$ cat config.mk
export PLATFORM = sky130hd
export DESIGN_NAME = bcd_pulse_gen
export DESIGN_NICKNAME = d
export VERILOG_FILES = /design/src/rtl/bcd_pulse_pkg.sv /design/src/rtl/bcd_down_digit.sv /design/src/rtl/bcd_down_chain.sv /design/src/rtl/bcd_pulse_ctrl.sv /design/src/rtl/bcd_pulse_gen.sv
export SDC_FILE = /design/constraint.sdc
export NUM_CORES = 1
export LEC_CHECK = 0
export BUFFER_PORTS_ARGS = -buffer_cell sky130_fd_sc_hd__buf_2
export CORE_MARGIN = 5
export CORE_UTILIZATION = 35
export DETAILED_ROUTE_END_ITERATION = 10
export PLACE_DENSITY = 0.68
export SLEW_MARGIN = 20
export SYNTH_ARGS = -nofsm -noshare
export SYNTH_HDL_FRONTEND = slang
export SYNTH_SLANG_ARGS = --single-unit
$ cat constraint.sdc
create_clock -name clk -period 2.65 [get_ports clk]
set_input_delay 0.1325 -clock clk [delete_from_list [all_inputs] [get_ports clk]]
set_output_delay 0.1325 -clock clk [all_outputs]
set_load 0.02 [all_outputs]
$ cat src/rtl/bcd_pulse_pkg.sv
package bcd_pulse_pkg;

    // Two-bit controller encoding; neighbours step by one bit.
    typedef enum logic [1:0] {
        ST_IDLE  = 2'b00,
        ST_LOAD  = 2'b01,
        ST_GAP   = 2'b11,
        ST_PULSE = 2'b10
    } ctrl_state_e;

    localparam int DIGIT_W = 4;

    typedef logic [DIGIT_W-1:0] bcd_digit_t;

    localparam bcd_digit_t BCD_TOP = 4'd9;

    typedef struct packed {
        logic load;
        logic cnt;
        logic pulse;
    } ctrl_out_t;

    function automatic logic digit_ok(input bcd_digit_t d);
        return d <= BCD_TOP;
    endfunction

    function automatic bcd_digit_t digit_dec(input bcd_digit_t d);
        return (d == '0) ? BCD_TOP : d - 1'b1;
    endfunction

    function automatic ctrl_out_t decode_out(input ctrl_state_e s);
        ctrl_out_t o;
        o.load  = (s == ST_LOAD);
        o.cnt   = (s == ST_PULSE);
        o.pulse = (s == ST_PULSE);
        return o;
    endfunction

endpackage

$ cat src/rtl/bcd_down_digit.sv
module bcd_down_digit
    import bcd_pulse_pkg::*;
(
    input  logic       clk,
    input  logic       rst,
    input  logic       load_i,
    input  logic       en_i,
    input  bcd_digit_t preset_i,
    output bcd_digit_t q_o,
    output logic       borrow_o
);

    bcd_digit_t q;

    // Falling-edge register: loads and steps half a cycle after the controller.
    always_ff @(negedge clk) begin
        if (rst) begin
            q <= '0;
        end else if (load_i) begin
            q <= preset_i;
        end else if (en_i) begin
            q <= digit_dec(q);
        end
    end

    assign q_o      = q;
    assign borrow_o = en_i && (q == '0);

endmodule

$ cat src/rtl/bcd_down_chain.sv
module bcd_down_chain
    import bcd_pulse_pkg::*;
#(
    parameter int DIGITS = 2,
    localparam int VW    = DIGITS * DIGIT_W
) (
    input  logic          clk,
    input  logic          rst,
    input  logic          load_i,
    input  logic          cnt_i,
    input  logic [VW-1:0] preset_i,
    output logic          zero_o,
    output logic          preset_ok_o
);

    logic [DIGITS:0]     en_chain;
    logic [DIGITS-1:0]   dig_zero;
    logic [DIGITS-1:0]   dig_ok;

    assign en_chain[0] = cnt_i;

    // Digit 0 is the units digit; each borrow enables the next digit up.
    for (genvar i = 0; i < DIGITS; i++) begin : g_digit
        bcd_digit_t q;

        bcd_down_digit u_digit (
            .clk      (clk),
            .rst      (rst),
            .load_i   (load_i),
            .en_i     (en_chain[i]),
            .preset_i (preset_i[i*DIGIT_W +: DIGIT_W]),
            .q_o      (q),
            .borrow_o (en_chain[i+1])
        );

        assign dig_zero[i] = (q == '0);
        assign dig_ok[i]   = digit_ok(preset_i[i*DIGIT_W +: DIGIT_W]);
    end

    assign zero_o      = &dig_zero;
    assign preset_ok_o = &dig_ok;

endmodule

$ cat src/rtl/bcd_pulse_ctrl.sv
module bcd_pulse_ctrl
    import bcd_pulse_pkg::*;
(
    input  logic        clk,
    input  logic        rst,
    input  logic        start_i,
    input  logic        preset_ok_i,
    input  logic        end_n_i,
    output ctrl_out_t   ctl_o,
    output ctrl_state_e state_o
);

    ctrl_state_e state, state_nx;
    logic        start_q;
    logic        start_rise;

    assign start_rise = start_i && !start_q;

    always_comb begin
        state_nx = state;
        unique case (state)
            ST_IDLE:  if (start_rise && preset_ok_i) state_nx = ST_LOAD;
            ST_LOAD:  state_nx = ST_GAP;
            ST_GAP:   state_nx = end_n_i ? ST_PULSE : ST_IDLE;
            ST_PULSE: state_nx = ST_GAP;
            default:  state_nx = ST_IDLE;
        endcase
    end

    always_ff @(posedge clk) begin
        if (rst) begin
            state   <= ST_IDLE;
            start_q <= 1'b0;
        end else begin
            state   <= state_nx;
            start_q <= start_i;
        end
    end

    assign ctl_o   = decode_out(state);
    assign state_o = state;

endmodule

$ cat src/rtl/bcd_pulse_gen.sv
module bcd_pulse_gen
    import bcd_pulse_pkg::*;
#(
    parameter int DIGITS = 2,
    localparam int VW    = DIGITS * DIGIT_W
) (
    input  logic          clk,
    input  logic          rst,
    input  logic          start_i,
    input  logic [VW-1:0] setting_i,
    output logic          load_o,
    output logic          cnt_en_o,
    output logic          pulse_o,
    output logic          end_n_o,
    output logic [1:0]    state_o
);

    ctrl_out_t   ctl;
    ctrl_state_e state;
    logic        zero;
    logic        preset_ok;

    bcd_pulse_ctrl u_ctrl (
        .clk         (clk),
        .rst         (rst),
        .start_i     (start_i),
        .preset_ok_i (preset_ok),
        .end_n_i     (!zero),
        .ctl_o       (ctl),
        .state_o     (state)
    );

    bcd_down_chain #(.DIGITS(DIGITS)) u_chain (
        .clk         (clk),
        .rst         (rst),
        .load_i      (ctl.load),
        .cnt_i       (ctl.cnt),
        .preset_i    (setting_i),
        .zero_o      (zero),
        .preset_ok_o (preset_ok)
    );

    assign load_o   = ctl.load;
    assign cnt_en_o = ctl.cnt;
    assign pulse_o  = ctl.pulse;
    assign end_n_o  = !zero;
    assign state_o  = state;

endmodule

==> impl_metrics.tcl <==
set metrics [dict create \
    status "finished with violations" \
    violations "negative setup slack" \
    r2r-start "u_ctrl.state_o[1]" \
    hold_depth 2 \
    synth-seq-area-share_pct 31.6 \
    synth_area_um2 697 \
    ir_drop_mv 0.299 \
    cts-root-buf "clkbuf_4" \
    grt-ovfl-total 0 \
    ff2ff_setup_slack_ns 0 \
    p_leak_nw 0.471 \
    end_kind "output port" \
    post-place-ws_ns -0.00223 \
    wl_per_cell_um 13.6 \
    grt.total_usage_pct 13.4 \
    tns_ns -0.0769 \
    setup_viol 1 \
    io_buffers 16 \
    comb_power_share_pct 37.9 \
    min_from "start_i" \
    grt_pass1_vias 726 \
    hold_class "primary input to flip-flop" \
    whs_ns 0.101 \
    clock_latency_ns 0.32 \
    p_clk_share_pct 29.5 \
    ios 17 \
    antenna_found_initial 0 \
    holdBufCountCts 0 \
    startpoint_type "flip-flop" \
    final_area_um2 1050 \
    p_int_mw 0.398 \
    htree_levels 1 \
    die_h_um 54.6 \
    cts.sinks 11 \
    drc 0 \
    cts_tree "done" \
    grt_pass1_wl_mm 2.91 \
    tightest_slew_ns 0.339 \
    firstDrtPassIters 4 \
    p_sw_share_pct 36.7 \
    fin_ws_ns -0.0769 \
    r2r-end "u_chain.g_digit[1].u_digit.q_o[2]" \
    synth.distinct_cells 32 \
    synth_nets 99 \
    power.density_nw_per_um2 599 \
    required_ns 2.52 \
    cp_max_fo 2 \
    routed-via-count 739 \
    place_inst 126 \
    wl_mm 1.98 \
    postSynthAreaPerCell_um2 8.40 \
    p_seq_share_pct 32.6 \
    num-nets-final 136 \
    fillerInstances 188 \
    core_um2 1920 \
    netlist_instances 83 \
    grtUsageMet3_pct 3.27 \
    cts_max_path_buffers 2 \
    worstSetupPathType "flip-flop to output port" \
    rsz0062_at_grt "true" \
    drt_iter0_markers 4 \
    hold_end "u_ctrl.start_q" \
    skew_ns 0.0632 \
    use_met1_pct 14.3 \
    layout_commonest_cell "buf_2" \
    reg2regPathDepth 5 \
    finalHoldViolations 0 \
    grt.busiest_layer "met2" \
    die_w_um 54.6 \
    start_util_pct 36.3 \
    final_cell_mix "buf_2 (15), inv_1 (14), nor2_1 (12), buf_4 (12), dfxtp_1 (7)" \
    drv_slew 0 \
    area_delta_synth_final_pct 50.6 \
    dpl_cell_area_um2 858 \
    power.total_mw 0.629 \
    yosys_warnings 0 \
    rows 16 \
    drv_cap 0 \
    vias_per_cell 5.06 \
    ys_ff_latch 11 \
    relSlewSlack_pct 77.1 \
    grt_max_degree 15 \
    die-area_um2 2980 \
    cts_buffers 3 \
    worst_ep_arrival_time_ns 2.59 \
    n_antenna_cell 0 \
    layoutNonFillerInstCount 146 \
    utilization_pct 54.6 \
    clk_pin_slew_ns 0.08 \
    use_met2_pct 23.8 \
    ant_nets 0 \
    gp_congestion 0.725 \
    hpwl_mm 1.32 \
    drive_gt1_share_pct 44.5 \
    switchingPower_mw 0.231 \
]
==> final cells by class <==
type,count,area [um2],area share [%]
clock buffer,4,36.3,3.46
clock inverter,8,30.0,2.86
inverter,8,37.5,3.58
multi-input combinational,58,483,46.0
sequential,11,230,21.9
tap,27,33.8,3.22
timing repair buffer,30,199,19.0
==> critical path, cell delays in order, from the launching register on <==
cell,delay [ns]
dfxtp_2,0.33
nor4_4,0.33
nand3_2,0.13
buf_6,0.15
==> power groups by stage <==
stage | logic (mW) | clock network, mW | registers (mW)
final | 0.238 | 0.186 | 0.205
after global routing | 0.259 | 0.215 | 0.207
after floorplan | 0.141 | 0.0210 | 0.205
after CTS | 0.206 | 0.191 | 0.203
after global placement | 0.191 | 0.0210 | 0.205
after detailed placement | 0.196 | 0.0210 | 0.206
==> state kept, by name, indices dropped and copies added, names as in the netlist <==
signal	count
u_chain.g_digit.u_digit.q_o	8
u_ctrl.state_o	2
u_ctrl.start_q	1
==> routing by layer <==
layer | part of all wire, % | up-vias | routed length (um)
met5 | 0 | - | 0
met4 | 1.4 | 0 | 28
met3 | 3.8 | 2 | 76
met2 | 51 | 14 | 1000
met1 | 44 | 355 | 874
li1 | - | 368 | -
==> logic make-up after synthesis <==
| kind of cell | share of synthesized area, % |
|---|---|
| and+or+nand+nor | 22.1 |
| adders and majority gates | 8.98 |
| AOI/OAI and AO/OA | 24.1 |
| DFF | 31.6 |
| xor gates and xnor gates | 2.51 |
| buffers and inverters | 9.16 |
| muxes | 1.62 |
==> worst max-delay path by stage <==
stage	from	end	slack [ns]
finish	u_chain.g_digit[0].u_digit.q_o[1]	end_n_o	-0.08
global route	u_chain.g_digit[0].u_digit.q_o[3]	end_n_o	-0.15
CTS	u_chain.g_digit[0].u_digit.q_o[1]	end_n_o	-0.06
detailed placement	u_ctrl.state_o[0]	u_chain.g_digit[1].u_digit.q_o[2]	-0.002
global placement	u_ctrl.state_o[0]	u_chain.g_digit[1].u_digit.q_o[2]	0.02
floorplan	u_chain.g_digit[0].u_digit.q_o[0]	u_ctrl.state_o[1]	0.007
==> repair_timing <==
| action | in CTS | in global routing |
|---|---|---|
| pin swaps | 2 | 6 |
| endpoints found under the setup margin | 1 | 7 |
| setup buffers | 0 | 9 |
| endpoints found under the hold margin | 0 | 0 |
| gates resized for setup | 3 | 14 |
==> cell usage after synthesis, drive strengths merged <==
cell | instances | share of area (%)
nand2 | 3 | 1.6
o21ai | 5 | 3.6
o41ai | 2 | 2.5
clkbuf | 3 | 1.6
a22oi | 3 | 3.2
mux2 | 1 | 1.6
nor4 | 2 | 4.0
nand3 | 2 | 2.2
nor2 | 12 | 6.5
nand3b | 1 | 1.1
a21oi | 4 | 3.4
ha | 5 | 9.0
or4 | 2 | 2.2
buf | 2 | 2.7
o211ai | 3 | 3.2
nor3 | 1 | 0.72
xnor2 | 1 | 1.3
inv | 9 | 4.8
a22o | 1 | 1.3
xor2 | 1 | 1.3
or3 | 1 | 0.90
nor2b | 2 | 1.8
nand4b | 1 | 1.3
o311a | 1 | 1.4
dfxtp | 11 | 32
a221oi | 1 | 2.2
a211oi | 3 | 3.2
No activity file was read; power rests on OpenSTA's default activity.
